### src/rtl/spim_pkg.sv
package spim_pkg;

    typedef enum logic {
        SEQ_IDLE = 1'b0,
        SEQ_RUN  = 1'b1
    } seq_state_e;

    // a half-bit phase is a sampling phase when its parity matches the clock phase
    function automatic logic is_sample_phase(input logic cpha, input logic ph_lsb);
        return cpha ? ph_lsb : ~ph_lsb;
    endfunction

    // level sclk takes at the end of a running phase
    function automatic logic sclk_after(input logic cpol, input logic ph_lsb);
        return cpol ^ ~ph_lsb;
    endfunction

endpackage

### src/rtl/spim_seq.sv
module spim_seq #(
    parameter int DATA_W = 8
) (
    input  logic clk,
    input  logic rst,
    input  logic en,
    input  logic cpol,
    input  logic cpha,
    input  logic tx_pending,
    output logic sclk,
    output logic ev_load,
    output logic ev_shift,
    output logic ev_sample,
    output logic ev_sample_last,
    output logic ev_pre_last,
    output logic ev_last_phase
);
    import spim_pkg::*;

    localparam int PHASES = 2 * DATA_W;
    localparam int PH_W   = $clog2(PHASES);
    localparam logic [PH_W-1:0] PH_LAST  = PH_W'(PHASES - 1);
    localparam logic [PH_W-1:0] PH_LAST1 = PH_W'(PHASES - 2);
    localparam logic [PH_W-1:0] PH_LAST2 = PH_W'(PHASES - 3);

    seq_state_e      state_q;
    logic [PH_W-1:0] ph_q;
    logic            running;
    logic            at_last;

    assign running        = en && (state_q == SEQ_RUN);
    assign at_last        = running && (ph_q == PH_LAST);
    assign ev_last_phase  = at_last;
    assign ev_load        = en && tx_pending && ((state_q == SEQ_IDLE) || at_last);
    assign ev_sample      = running && is_sample_phase(cpha, ph_q[0]);
    assign ev_sample_last = running && (ph_q == (cpha ? PH_LAST : PH_LAST1));
    assign ev_pre_last    = running && (ph_q == (cpha ? PH_LAST1 : PH_LAST2));

    always_comb begin
        if (cpha)
            ev_shift = running && !ph_q[0] && (ph_q != '0);
        else
            ev_shift = running && ph_q[0] && (ph_q != PH_LAST);
    end

    always_ff @(posedge clk) begin
        if (rst || !en) begin
            state_q <= SEQ_IDLE;
            ph_q    <= '0;
        end else if (ev_load) begin
            state_q <= SEQ_RUN;
            ph_q    <= '0;
        end else if (at_last) begin
            state_q <= SEQ_IDLE;
            ph_q    <= '0;
        end else if (running) begin
            ph_q    <= ph_q + 1'b1;
        end
    end

    always_ff @(posedge clk) begin
        if (rst || !en || !running)
            sclk <= cpol;
        else
            sclk <= sclk_after(cpol, ph_q[0]);
    end

endmodule

### src/rtl/spim_txpath.sv
module spim_txpath #(
    parameter int DATA_W = 8
) (
    input  logic              clk,
    input  logic              rst,
    input  logic              en,
    input  logic              tx_wr,
    input  logic [DATA_W-1:0] tx_data,
    input  logic              ev_load,
    input  logic              ev_shift,
    output logic              tx_pending,
    output logic              armed,
    output logic              mosi
);
    logic [DATA_W-1:0] hold_q;
    logic [DATA_W-1:0] shreg_q;
    logic              full_q;

    assign tx_pending = full_q;
    assign mosi       = shreg_q[DATA_W-1];

    always_ff @(posedge clk) begin
        if (rst || !en) begin
            full_q <= 1'b0;
        end else if (tx_wr) begin
            full_q <= 1'b1;
        end else if (ev_load) begin
            full_q <= 1'b0;
        end
    end

    always_ff @(posedge clk) begin
        if (rst)
            hold_q <= '0;
        else if (en && tx_wr)
            hold_q <= tx_data;
    end

    always_ff @(posedge clk) begin
        if (rst)
            shreg_q <= '0;
        else if (ev_load)
            shreg_q <= hold_q;
        else if (ev_shift)
            shreg_q <= {shreg_q[DATA_W-2:0], 1'b0};
    end

    always_ff @(posedge clk) begin
        if (rst || !en)
            armed <= 1'b0;
        else if (ev_load)
            armed <= 1'b1;
    end

endmodule

### src/rtl/spim_rxpath.sv
module spim_rxpath #(
    parameter int DATA_W = 8
) (
    input  logic              clk,
    input  logic              rst,
    input  logic              en,
    input  logic              miso,
    input  logic              rx_rd,
    input  logic              ev_sample,
    input  logic              ev_sample_last,
    input  logic              ev_pre_last,
    input  logic              ev_last_phase,
    output logic [DATA_W-1:0] rx_data,
    output logic              rx_full,
    output logic              overrun,
    output logic              xfer_done
);
    logic [DATA_W-1:0] shreg_q;
    logic [DATA_W-1:0] next_byte;

    assign next_byte = {shreg_q[DATA_W-2:0], miso};

    always_ff @(posedge clk) begin
        if (rst)
            shreg_q <= '0;
        else if (ev_sample)
            shreg_q <= next_byte;
    end

    always_ff @(posedge clk) begin
        if (rst)
            rx_data <= '0;
        else if (ev_sample_last)
            rx_data <= next_byte;
    end

    always_ff @(posedge clk) begin
        if (rst || !en)
            rx_full <= 1'b0;
        else if (ev_sample_last)
            rx_full <= 1'b1;
        else if (rx_rd)
            rx_full <= 1'b0;
    end

    always_ff @(posedge clk) begin
        if (rst || !en)
            overrun <= 1'b0;
        else if (ev_pre_last && rx_full && !rx_rd)
            overrun <= 1'b1;
        else if (rx_rd)
            overrun <= 1'b0;
    end

    always_ff @(posedge clk) begin
        if (rst || !en)
            xfer_done <= 1'b0;
        else
            xfer_done <= ev_last_phase;
    end

endmodule

### src/rtl/spi_master_stat.sv
module spi_master_stat #(
    parameter int DATA_W = 8
) (
    input  logic              clk,
    input  logic              rst,
    input  logic              en,
    input  logic              cpol,
    input  logic              cpha,
    input  logic              irq_sel,
    input  logic              tx_wr,
    input  logic [DATA_W-1:0] tx_data,
    input  logic              rx_rd,
    output logic [DATA_W-1:0] rx_data,
    output logic              tx_empty,
    output logic              rx_full,
    output logic              xfer_done,
    output logic              overrun,
    output logic              irq,
    output logic              sclk,
    output logic              mosi,
    input  logic              miso
);
    logic ev_load, ev_shift, ev_sample, ev_sample_last, ev_pre_last, ev_last_phase;
    logic tx_pending, armed;

    spim_seq #(.DATA_W(DATA_W)) u_seq (
        .clk            (clk),
        .rst            (rst),
        .en             (en),
        .cpol           (cpol),
        .cpha           (cpha),
        .tx_pending     (tx_pending),
        .sclk           (sclk),
        .ev_load        (ev_load),
        .ev_shift       (ev_shift),
        .ev_sample      (ev_sample),
        .ev_sample_last (ev_sample_last),
        .ev_pre_last    (ev_pre_last),
        .ev_last_phase  (ev_last_phase)
    );

    spim_txpath #(.DATA_W(DATA_W)) u_tx (
        .clk        (clk),
        .rst        (rst),
        .en         (en),
        .tx_wr      (tx_wr),
        .tx_data    (tx_data),
        .ev_load    (ev_load),
        .ev_shift   (ev_shift),
        .tx_pending (tx_pending),
        .armed      (armed),
        .mosi       (mosi)
    );

    spim_rxpath #(.DATA_W(DATA_W)) u_rx (
        .clk            (clk),
        .rst            (rst),
        .en             (en),
        .miso           (miso),
        .rx_rd          (rx_rd),
        .ev_sample      (ev_sample),
        .ev_sample_last (ev_sample_last),
        .ev_pre_last    (ev_pre_last),
        .ev_last_phase  (ev_last_phase),
        .rx_data        (rx_data),
        .rx_full        (rx_full),
        .overrun        (overrun),
        .xfer_done      (xfer_done)
    );

    assign tx_empty = en && !tx_pending;
    assign irq      = irq_sel ? xfer_done : (tx_empty && armed);

endmodule

### config.mk
export PLATFORM = sky130hd
export DESIGN_NAME = spi_master_stat
export DESIGN_NICKNAME = d
export VERILOG_FILES = /design/src/rtl/spim_pkg.sv /design/src/rtl/spim_seq.sv /design/src/rtl/spim_txpath.sv /design/src/rtl/spim_rxpath.sv /design/src/rtl/spi_master_stat.sv
export SDC_FILE = /design/constraint.sdc
export NUM_CORES = 1
export LEC_CHECK = 0
export CAP_MARGIN = 20
export CORE_ASPECT_RATIO = 1.2
export CORE_MARGIN = 2
export CORE_UTILIZATION = 30
export CTS_CLUSTER_SIZE = 24
export DETAILED_ROUTE_END_ITERATION = 6
export DONT_BUFFER_PORTS = 1
export SLEW_MARGIN = 20
export SYNTH_ARGS = -nofsm -noshare
export SYNTH_HDL_FRONTEND = slang
export SYNTH_SLANG_ARGS = --single-unit
### constraint.sdc
create_clock -name clk -period 2.45 [get_ports clk]
set_clock_uncertainty 0.1 [all_clocks]
set_input_delay 0.3675 -clock clk [delete_from_list [all_inputs] [get_ports clk]]
set_output_delay 0.3675 -clock clk [all_outputs]
set_load 0.01 [all_outputs]
== Word level (Yosys, flattened, before mapping) ==
Index checks and enable logic that the tools add are counted.
Operators by class
  add/sub/neg operators: 1
  $mul: 0
  divide/modulo/power cells: 0
  magnitude comparators: 0
  equality and inequality tests: 4
  shift operators: 0
  mux-type cells: 15
  bitwise gates (word level): 3
  reductions and logical operators: 31
Operators by type and width (count)
  logical AND 1 bit: 16
  2-to-1 mux 8 bit: 2
  2-to-1 mux 1 bit: 12
  nonzero test 2 bit: 5
  equality test 4 bit: 2
  logical NOT 1 bit: 5
  adder 4 x 1 -> 4 bit (second input constant): 1
  equality test 4 bit (second input constant): 1
  != test 4 bit (second input constant): 1
  nonzero test 4 bit: 1
  logical OR 1 bit: 3
  OR reduction 3 bit: 1
  2-to-1 mux 2 bit: 1
  NOT 1 bit: 2
  bitwise XOR 1 bit: 1
Storage, ports and cells
  register bits: 42
  latch bits: 0
  bits in writable memories: 0
  bits in read-only memories: 0
  output and inout port bits: 15
  memories: 0

== Logic depth before layout (Yosys ltp) ==
Gate-level depths: netlist of the first run.
  word-level depth: 6
  mapped depth: 7

== Hierarchy ==
A second synthesis of the first run with hierarchy kept.
Second synthesis, totals
  cell total of the unflattened synthesis: 188
  area total of the unflattened synthesis: 1830.5 um^2
By module, submodules not included
  spim_txpath: instances 1, cells each 81, area each 792.0 um^2
  spim_rxpath: instances 1, cells each 59, area each 648.1 um^2
  spim_seq: instances 1, cells each 45, area each 369.1 um^2
  spi_master_stat: instances 1, cells each 3, area each 21.3 um^2

== Worst setup path after synthesis of the first run ==
Ideal clock, no wire load.
  path kind: reg-to-reg
  start: register u_seq.ph_q[0]
  end: register u_tx.shreg_q[1]
  setup time: 0.132 ns
  arrival time: 1.586 ns
  setup slack: 0.632 ns
  stages on the path, launching flop included: 8
  path buffers: 1
  period minus slack after synthesis: 1.818 ns
  cell sequence: dfxtp_1 buf_6 inv_1 ha_1 or3b_4 a32oi_4 mux2i_1 a211oi_1
On the way
  longest elaborated chain between the ends: 5
Ends and longest elaborated chain
  start, declared: RTL line spim_seq.sv:27  | logic [PH_W-1:0] ph_q;
  start signal, assigned: RTL line spim_seq.sv:57  | ph_q <= ph_q + 1'b1;
  equality test 4 bit or logical NOT 1 bit (tied branches): RTL line spim_seq.sv:32, spim_seq.sv:41
  logical AND 1 bit, on equally long branches: RTL line spim_seq.sv:32, spim_seq.sv:41
  logical OR 1 bit or logical AND 1 bit (tied branches): RTL line spim_seq.sv:34, spim_seq.sv:41
  logical AND 1 bit or 2-to-1 mux 1 bit (tied branches): RTL line spim_seq.sv:34, spim_seq.sv:40
  2-to-1 mux 8 bit or nonzero test 2 bit (tied branches)
  end signal, assigned: RTL line spim_txpath.sv:43  | shreg_q <= hold_q;
  end signal, assigned: RTL line spim_txpath.sv:45  | shreg_q <= {shreg_q[DATA_W-2:0], 1'b0};
  end, declared: RTL line spim_txpath.sv:16  | logic [DATA_W-1:0] shreg_q;
Parallel ways exist; a longest one is shown, timed or not.
A chain may end at the register's enable or synchronous reset.

== Final worst setup path of the first run ==
  start: register u_seq.ph_q[0]
  end: register u_tx.shreg_q[4]
The elaborated chain is that of the path after synthesis.

==> impl_metrics.toml, run 1 <==
[run_status]
outcome = "completed"

[global_routing]
gr-total-overflow = 0
grt.total_usage_pct = 11.0
grt_max_degree = 35
grt_pass1_wl_um = 5380
grt_antenna_before_repair = 0
grt_pass1_vias = 1131

[critical_path]
timing.rr.start = "u_seq.ph_q[0]"
endpoint_kind = "flop"
crit_type = "flop to flop"
ff2ff_path_depth = 5
worstPathMaxFanout = 10
critPathRequiredTime_ns = 2.56
slowest_stage = "dfxtp_1"
start_kind = "flop"
cp_slowest_stage_delay_ns = 0.53
cp.arrival_ns = 2.11
cp_cell_sequence = "ha_1, nand3_2, a32oi_4, mux2i_1, a211oi_1"
worstReg2RegEnd = "u_tx.shreg_q[4]"
cp.depth = 5
cp.buffers_inverters = 0
rrSetupSlack_ns = 0.45
cp_top_family = "compound AO/OA/AOI/OAI gates"

[route]
wl_per_cell_um = 12.4
drtAntennaViolNets = 0
totalWireLength_um = 3290
drc = 0
drt_pass1_iterations = 4
drt_iter0_markers = 52
vias_per_cell = 4.67
vias = 1243

[cts]
postCtsSetupBuffers = 0
root_buffer = "clkbuf_8"
htreeDepth = 2
cts-resized-gates = 0
path_clk_slew_ns = 0.08
cts.sinks = 42
numCtsBuffers = 5
cts_tree = "yes"
clkLatencyLatePin_ns = 0.30
clock_path_buffers = 2
ctsHoldBuffers = 0

[place]
dp_hpwl_um = 2270
io_buffers = 0
place_congestion = 0.755
dp.cells = 258

[power_and_ir_drop]
ir_worst_vdd_v = 0.000278
p_leak_nw = 0.694
power_density_nw_per_um2 = 724

[finish]
layout_commonest_cell = "dfxtp_1"
final_cell_mix = "42 x dfxtp_1, 30 x nor2_1, 22 x mux2i_1, 19 x nand2_1, 16 x a21oi_1"
drive_gt1_share_pct = 9.14
final_cells = 266
nNetsFinal = 204
syn2layout_area_growth_pct = 9.45
antenna_cells = 0

[timing]
max_slew.worst_pin.slew_ns = 0.444
final_max_slew_viol_count = 0
post-route-period-util_pct = 81.6
fin_crit_ns = 2.00
rsz0062_at_grt = "no"
tns_ns = 0
setup_viol = 0
hold_viol = 0
fmax_mhz = 500
relSlewSlack_pct = 70.3

[die]
rows = 30
io-pin-count = 32
die_h_um = 87.9
initial_core_util_pct = 31.1
core_area_um2 = 5670
die_area_um2 = 6500
fp.dieW_um = 73.9

[min_path]
hold_class = "input pin to flop"
hold_end = "u_rx.rx_data[0]"
worstHoldPathCells = 1
worstHoldStart = "rst"

[synthesis]
ys_types = 34
synth.cell_area_um2 = 1760
avgSynthCellArea_um2 = 9.41
synth_top_cell_area_share_pct = 47.8
synth_fp_nets = 206
synth_cells = 187
ys_warn_count = 0
ys_ff_latch = 42
synthTopCellsByArea = "dfxtp_1 48%, mux2i_1 13%, nor2_1 6.4%"
yosys.area.top_type = "dfxtp_1"
synth_seq_area_share_pct = 47.8

[flow_run]
cap_violations = 0
-- stage by stage --
stage / cell area (um^2) / utilization [%] / hold slack [ns] / power (mW) / worst slack [ns]
after floorplan: 1760 / - / 0.337 / 0.764 / 0.632
after global placement: 1790 / 31.6 / 0.340 / 0.757 / 0.561
after detailed placement: 1790 / 31.6 / 0.344 / 0.758 / 0.486
after CTS: 1930 / 34.0 / 0.0164 / 1.42 / 0.438
after global routing: 1930 / 34.0 / 0.00673 / 1.46 / 0.266
final: 1930 / 34.0 / 0.0268 / 1.39 / 0.452
-- logic make-up (layout without fill, tap and decap cells) --
group	count (synthesis)	in the layout	share of synthesized area, %
buffers and inverters	13	12	5.12
muxes	22	22	12.5
xor gates and xnor gates	5	5	2.49
adders and majority gates	2	2	1.42
AOI/OAI and AO/OA	27	27	10.6
and+or+nand+nor	76	76	20.1
DFF	42	42	47.8
-- metal layers --
metal,GRT usage [%],up-vias,wire [um]
met5,0,-,0
met4,5.62,0,72
met3,4.49,5,231
met2,16.0,35,1580
met1,13.9,563,1410
li1,-,640,-
-- cell type report --
| type | instances | area (um^2) |
|---|---|---|
| Clock inverter | 3 | 68.8 |
| Timing Repair Buffer | 1 | 7.51 |
| Fill cell | 581 | 3740 |
| Inverter | 3 | 11.3 |
| Multi-Input combinational cell | 132 | 830 |
| Sequential cell | 42 | 841 |
| Clock buffer | 5 | 68.8 |
| Tap cell | 80 | 100 |
-- flip-flops by register name (all words and copies together) (netlist names) --
name             flops
u_rx.rx_full         1
u_rx.shreg_q         7
u_tx.tx_pending      1
u_seq.ph_q           4
u_rx.xfer_done       1
u_tx.hold_q          8
u_tx.armed           1
u_seq.sclk           1
u_seq.state_q        1
u_tx.shreg_q         8
u_rx.rx_data         8
u_rx.overrun         1
-- synthesized netlist by cell type --
| cell type | instances |
|---|---|
| a211oi_1 | 7 |
| a21o_4 | 1 |
| a21oi_1 | 16 |
| a32oi_4 | 1 |
| and2_1 | 1 |
| and2b_2 | 1 |
| and4_2 | 1 |
| and4b_2 | 1 |
| buf_2 | 2 |
| buf_4 | 1 |
| buf_6 | 2 |
| buf_8 | 1 |
| clkbuf_1 | 3 |
| clkinv_1 | 1 |
| dfxtp_1 | 42 |
| dlymetal6s2s_1 | 1 |
| ha_1 | 2 |
| inv_1 | 2 |
| mux2i_1 | 22 |
| nand2_1 | 19 |
| nand2b_1 | 2 |
| nand3_1 | 11 |
| nand3_2 | 1 |
| nand4_1 | 1 |
| nor2_1 | 30 |
| nor2_2 | 1 |
| nor2b_1 | 1 |
| nor3_1 | 4 |
| o21ai_1 | 1 |
| o22ai_1 | 1 |
| or2_1 | 1 |
| or3b_4 | 1 |
| xnor2_1 | 1 |
| xor2_1 | 4 |
-- worst max path at each step --
stage | startpoint | to
floorplan | u_seq.ph_q[0] | u_tx.shreg_q[1]
global placement | u_seq.ph_q[0] | u_tx.shreg_q[7]
detailed placement | u_seq.ph_q[0] | u_tx.shreg_q[4]
CTS | u_seq.ph_q[0] | u_tx.shreg_q[4]
global route | u_seq.ph_q[0] | u_tx.shreg_q[1]
finish | u_seq.ph_q[0] | u_tx.shreg_q[4]
-- where the power goes --
group / total [mW] / internal (mW) / switching [mW]
combinational: 0.0369 / 0.0159 / 0.0209
sequential: 0.705 / 0.695 / 0.00948
clock: 0.653 / 0.408 / 0.245
total: 1.39 / 1.12 / 0.275
Note: power is estimated with default switching activity, not from simulation.
==> run 2: changes to the inputs <==
- clock period: 2.45 -> 1.9 ns (I/O delays scaled with it)
==> run 2 against run 1 <==
Count of clock-buffer cells in the layout unchanged. Non-clock buffer count increased by 7. Utilization increased by 0.73 points. Register-to-register slack got worse by 0.38 ns. Via count increased by 0.32%. Fmax increased by 9.4%.
==> impl_metrics.toml, run 2 (synthesis gave the netlist of run 1 again) <==
[global_routing]
use_met1_pct = 13.5
use_met2_pct = 17.2
grt_pass1_wl_um = 5510
grt_pass1_vias = 1183
grt_max_degree = 33
grt.busiest_layer = "met2"
grt.total_usage_pct = 11.0
gr-total-overflow = 0
grt_use_met3_pct = 3.80
grt_antenna_before_repair = 0

[route]
wl_per_cell_um = 12.5
vias_per_cell = 4.57
drc = 0
drt_pass1_iterations = 4
drtAntennaViolNets = 0
totalWireLength_um = 3410
vias = 1247
drt_iter0_markers = 67

[critical_path]
critPathRequiredTime_ns = 1.95
worstPathMaxFanout = 8
endpoint_kind = "flop"
start_kind = "flop"
crit_type = "flop to flop"
cp.arrival_ns = 1.88

[power_and_ir_drop]
power_density_nw_per_um2 = 853
p_sw_share_pct = 22.0
ir_worst_vdd_v = 0.000459
pwr-share-comb_pct = 3.6
power_frac_seq_pct = 54.1
clkPwrFrac_pct = 42.3
p_leak_nw = 0.717
p_int_mw = 1.31
p_sw_uw = 369

[place]
post_dp_cell_area_um2 = 1820
dp_hpwl_um = 2310
io_buffers = 0
place_congestion = 0.726

[finish]
syn2layout_area_growth_pct = 11.8
final_cell_mix = "42 x dfxtp_1, 30 x nor2_1, 22 x mux2i_1, 19 x nand2_1, 16 x a21oi_1"
reg_top3 = "u_rx.rx_data: 8 flops, u_tx.hold_q: 8 flops, u_tx.shreg_q: 8 flops"
nNetsFinal = 211
antenna_cells = 0
layout_commonest_cell = "dfxtp_1"
postLayoutCellArea_um2 = 1970
drive_gt1_share_pct = 11.9

[timing]
fin_crit_ns = 1.83
hold_viol = 0
relSlewSlack_pct = 61.7
whs_ns = 0.0201
max_slew.worst_pin.slew_ns = 0.575
setup_viol = 0
final_max_slew_viol_count = 0
post-route-period-util_pct = 96.1
fmax_mhz = 548

[cts]
clkLatencyLatePin_ns = 0.29
cts.sinks = 42
root_buffer = "clkbuf_8"
numCtsBuffers = 5
clock_path_buffers = 2
htreeDepth = 2
cts_tree = "yes"
path_clk_slew_ns = 0.09
cts-resized-gates = 0

[die]
io-pin-count = 32
fp.dieW_um = 73.9
core_area_um2 = 5670
initial_core_util_pct = 31.1
rows = 30
die_h_um = 87.9
die_area_um2 = 6500

[flow_run]
cap_violations = 0

[min_path]
hold_class = "input pin to flop"

[run_status]
outcome = "completed"
## run 2: cell count changes in the layout (fill, tap and decap cells not counted), sizes merged
cell | before | now
buf | 1 | 7
bufinv | 2 | 1
clkinv | 2 | 1
clkinvlp | 0 | 2
dlygate4sd3 | 0 | 1
## run 2: power by group through the flow
stage	clock network [mW]	logic [mW]	registers [mW]
6_report	0.710	0.0607	0.909
4_1_cts	0.732	0.0622	0.909
2_1_floorplan	0	0.0598	0.926
5_1_grt	0.772	0.0689	0.911
3_5_place_dp	0	0.0482	0.929
3_3_place_gp	0	0.0477	0.929
## run 2: repair_timing
item,in CTS,in global routing
setup buffers,0,1
hold buffers,2,0
endpoints found under the setup margin,0,7
hold endpoints to repair,33,0
## run 2: per-layer routing
| metal | up-vias | wire (um) |
|---|---|---|
| met5 | - | 0 |
| met4 | 0 | 54 |
| met3 | 4 | 206 |
| met2 | 31 | 1620 |
| met1 | 566 | 1530 |
| li1 | 646 | - |
## run 2: metrics by stage
stage	setup slack (ns)	total power, mW	utilization, %	std cells	TNS [ns]
floorplan	0.0819	0.986	-	187	0
detailed placement	0.0817	0.978	32.1	262	0
global route	-0.0213	1.75	34.7	273	-0.0326
global placement	0.116	0.977	32.1	262	0
CTS	0.00677	1.70	34.5	272	0
finish	0.0738	1.68	34.7	273	0
## run 2: layout make-up
class                           instances  area (um^2)
Clock inverter                          3         45.0
Inverter                                3         11.3
Multi-Input combinational cell        132          830
Clock buffer                            5         68.8
Tap cell                               80          100
Fill cell                             575         3700
Timing Repair Buffer                    8         72.6
Sequential cell                        42          841
## run 2: path summary, 6_finish.rpt
path	from	endpoint	slack [ns]	cells after the start
setup / recovery	u_seq.ph_q[0]	u_tx.shreg_q[4]	0.07	7
hold / removal	tx_wr	u_tx.tx_pending	0.02	2
setup reg to reg	u_seq.ph_q[0]	u_tx.shreg_q[4]	0.07	7
hold reg to reg	u_tx.hold_q[0]	u_tx.hold_q[0]	0.36	2
## run 2: critical path, cell delays in order (launching register included)
cell	delay (ns)
dfxtp_1	0.35
inv_1	0.06
ha_1	0.13
or3b_4	0.38
a32oi_4	0.22
buf_12	0.16
mux2i_1	0.19
a211oi_1	0.09
==> run 3: changes to the inputs <==
- SYNTH_HIERARCHICAL: not set -> 1
==> run 3 against run 2 <==
Area after synthesis up 4.0%. Count of clock-buffer cells in the layout up 1. Combinational power up 15%. Total power up 9.9%. Non-clock buffer count up 2. Synthesized cell count up 0.53%. Final cell count up 1.5%. Sequential share of layout area down 2.3 points. Largest power group unchanged. Via count up 1.3%. Clock power up 22%. Register-to-register slack better by 0.06 ns. Worst setup slack better by 0.062 ns.
==> impl_metrics.toml, run 3 <==
[run_status]
outcome = "completed"

[critical_path]
cp.buffers_inverters = 1
cp_cell_sequence = "ha_1, nand3_2, nand2_1, a21oi_1, buf_4, or3b_1, a21oi_2"
start_kind = "flop"
crit_type = "flop to flop"
worstReg2RegEnd = "u_tx/shreg_q[0]"
slowest_stage = "dfxtp_2"
rrSetupSlack_ns = 0.14
cp_slowest_stage_delay_ns = 0.40
timing.rr.start = "u_seq/ph_q[0]"
endpoint_kind = "flop"
worstPathMaxFanout = 8
cp_top_family = "simple AND/OR/NAND/NOR gates"
ff2ff_path_depth = 7
cp.arrival_ns = 1.89
critPathRequiredTime_ns = 2.03

[min_path]
hold_end = "u_tx/tx_pending"
worstHoldPathCells = 2
worstHoldStart = "tx_wr"
hold_class = "input pin to flop"

[place]
place_congestion = 0.766
post_dp_cell_area_um2 = 1910
io_buffers = 0
dp_hpwl_um = 2340
dp.cells = 266
pre_cts_ws_ns = 0.0772

[route]
wl_per_cell_um = 12.6
top_layer = "met4"
vias_per_cell = 4.56
wl_met1_um = 1590
drc = 0
vias = 1263
drt_pass1_iterations = 4
dr_wl_met3_um = 240
drt_iter0_markers = 32
drtAntennaViolNets = 0
totalWireLength_um = 3500
wl_met2_um = 1630

[finish]
syn2layout_area_growth_pct = 14.1
postLayoutCellArea_um2 = 2090
reg_top3 = "u_rx/rx_data: 8 flops, u_tx/hold_q: 8 flops, u_tx/shreg_q: 8 flops"
utilization_pct = 35.0
antenna_cells = 0
drive_gt1_share_pct = 17.4
final_cell_mix = "39 x dfxtp_1, 23 x mux2i_1, 21 x nor2_1, 14 x a21oi_1, 11 x nor2b_1"
final_cells = 277
fill_cells = 647
layout_commonest_cell = "dfxtp_1"
nNetsFinal = 213

[cts]
htreeDepth = 2
path_clk_slew_ns = 0.08
numCtsBuffers = 5
root_buffer = "clkbuf_8"
cts_tree = "yes"
clkLatencyLatePin_ns = 0.29
clock_path_buffers = 2
cts.sinks = 42

[timing]
fin_ws_ns = 0.136
tns_ns = 0
post-route-period-util_pct = 92.9
fin_crit_ns = 1.76
setup_viol = 0
relSlewSlack_pct = 63.2
whs_ns = 0.0257
rsz0062_at_grt = "no"
final_max_slew_viol_count = 0
hold_viol = 0
fmax_mhz = 567
max_slew.worst_pin.slew_ns = 0.551

[synthesis]
yosys.area.top_type = "dfxtp_1"
synth_edf_count = 0
synth_cells = 188
synth_ff_type = "dfxtp_1"
ys_warn_count = 6
synthTopCellsByArea = "dfxtp_1 46%, mux2i_1 13%, nor2_1 4.3%"
synth.cell_area_um2 = 1830
synth_most_common_cell = "dfxtp_1"
ys_ff_latch = 42
synth_fp_nets = 207
synthArstFlopShare_pct = 0
ys_top_cells_by_count = "42 x dfxtp_1, 23 x mux2i_1, 21 x nor2_1"
avgSynthCellArea_um2 = 9.74
synth_seq_area_share_pct = 45.9
synth_top_cell_area_share_pct = 45.9
ys_types = 32

[die]
initial_core_util_pct = 30.6
die_area_um2 = 6750
io-pin-count = 32
core_area_um2 = 5970
fp.dieW_um = 75.3
die_h_um = 89.6
rows = 31

[global_routing]
grt_antenna_before_repair = 0
grt_max_degree = 32
grt.total_usage_pct = 11.2
grt_pass1_vias = 1187
grt_pass1_wl_um = 5690
gr-total-overflow = 0

[power_and_ir_drop]
p_int_mw = 1.49
p_sw_uw = 353
power_density_nw_per_um2 = 884
ir_worst_vdd_v = 0.000504
p_total_mw = 1.85
p_leak_nw = 0.720
pwr-share-comb_pct = 3.8
clkPwrFrac_pct = 47.1
p_sw_share_pct = 19.1
power_frac_seq_pct = 49.1

[flow_run]
cap_violations = 0
## run 3: cell count changes after synthesis, moves of 3 or more
cell      delta
nand2_1     -15
nor2b_1     +10
nor2_1       -9
a21bo_2      +6
inv_1        +4
buf_2        +3
nand2b_1     +3
## run 3: cell type report
type | instances | area (um^2) | share of cell area [%]
clock inverters | 2 | 60.1 | 2.87
repair buffers | 10 | 77.6 | 3.71
clock buffers | 6 | 82.6 | 3.95
multi-input cells | 129 | 900 | 43.1
inverters | 6 | 22.5 | 1.08
well taps | 82 | 103 | 4.91
flip-flops and latches | 42 | 845 | 40.4
## run 3: cell families (layout without fill, tap and decap cells)
| group | Yosys count | in the layout | synth area share, % |
|---|---|---|---|
| AO/OA/AOI/OAI | 36 | 36 | 14.1 |
| XOR/XNOR | 3 | 3 | 1.44 |
| adder cells (fa/ha/maj) | 2 | 2 | 1.37 |
| buffers and inverters | 17 | 24 | 5.67 |
| flip-flops | 42 | 42 | 45.9 |
| multiplexers | 23 | 23 | 12.6 |
| AND/OR/NAND/NOR | 65 | 65 | 18.9 |
## run 3: power by group through the flow
stage | registers, mW | clock network [mW] | logic (mW)
final | 0.907 | 0.869 | 0.0701
after global routing | 0.910 | 0.934 | 0.0783
after CTS | 0.907 | 0.897 | 0.0715
after detailed placement | 0.928 | 0 | 0.0555
after global placement | 0.928 | 0 | 0.0549
after floorplan | 0.925 | 0 | 0.0666
## run 3: worst max path at each step
stage | startpoint | end | slack (ns) | cells past startpoint
6_report | u_seq/ph_q[0] | u_tx/shreg_q[0] | 0.14 | 7
5_1_grt | u_seq/ph_q[0] | u_tx/shreg_q[0] | 0.009 | 7
4_1_cts | u_seq/ph_q[0] | u_tx/shreg_q[7] | 0.02 | 6
3_5_place_dp | u_seq/ph_q[0] | u_tx/shreg_q[2] | 0.08 | 5
3_3_place_gp | u_seq/ph_q[1] | u_tx/shreg_q[4] | 0.11 | 5
2_1_floorplan | u_seq/ph_q[0] | u_tx/shreg_q[1] | 0.11 | 6
## run 3: per-layer routing
layer | global-route usage, % | up-vias
li1 | - | 660
met1 | 13.6 | 575
met2 | 17.9 | 24
met3 | 5.02 | 4
met4 | 3.35 | 0
met5 | 0 | -
## run 3: repair_timing
action / in CTS / in global routing
setup endpoints to repair: 0 / 13
hold buffers: 3 / 0
hold endpoints to repair: 33 / 0
setup buffers: 0 / 0
gates resized for setup: 0 / 6
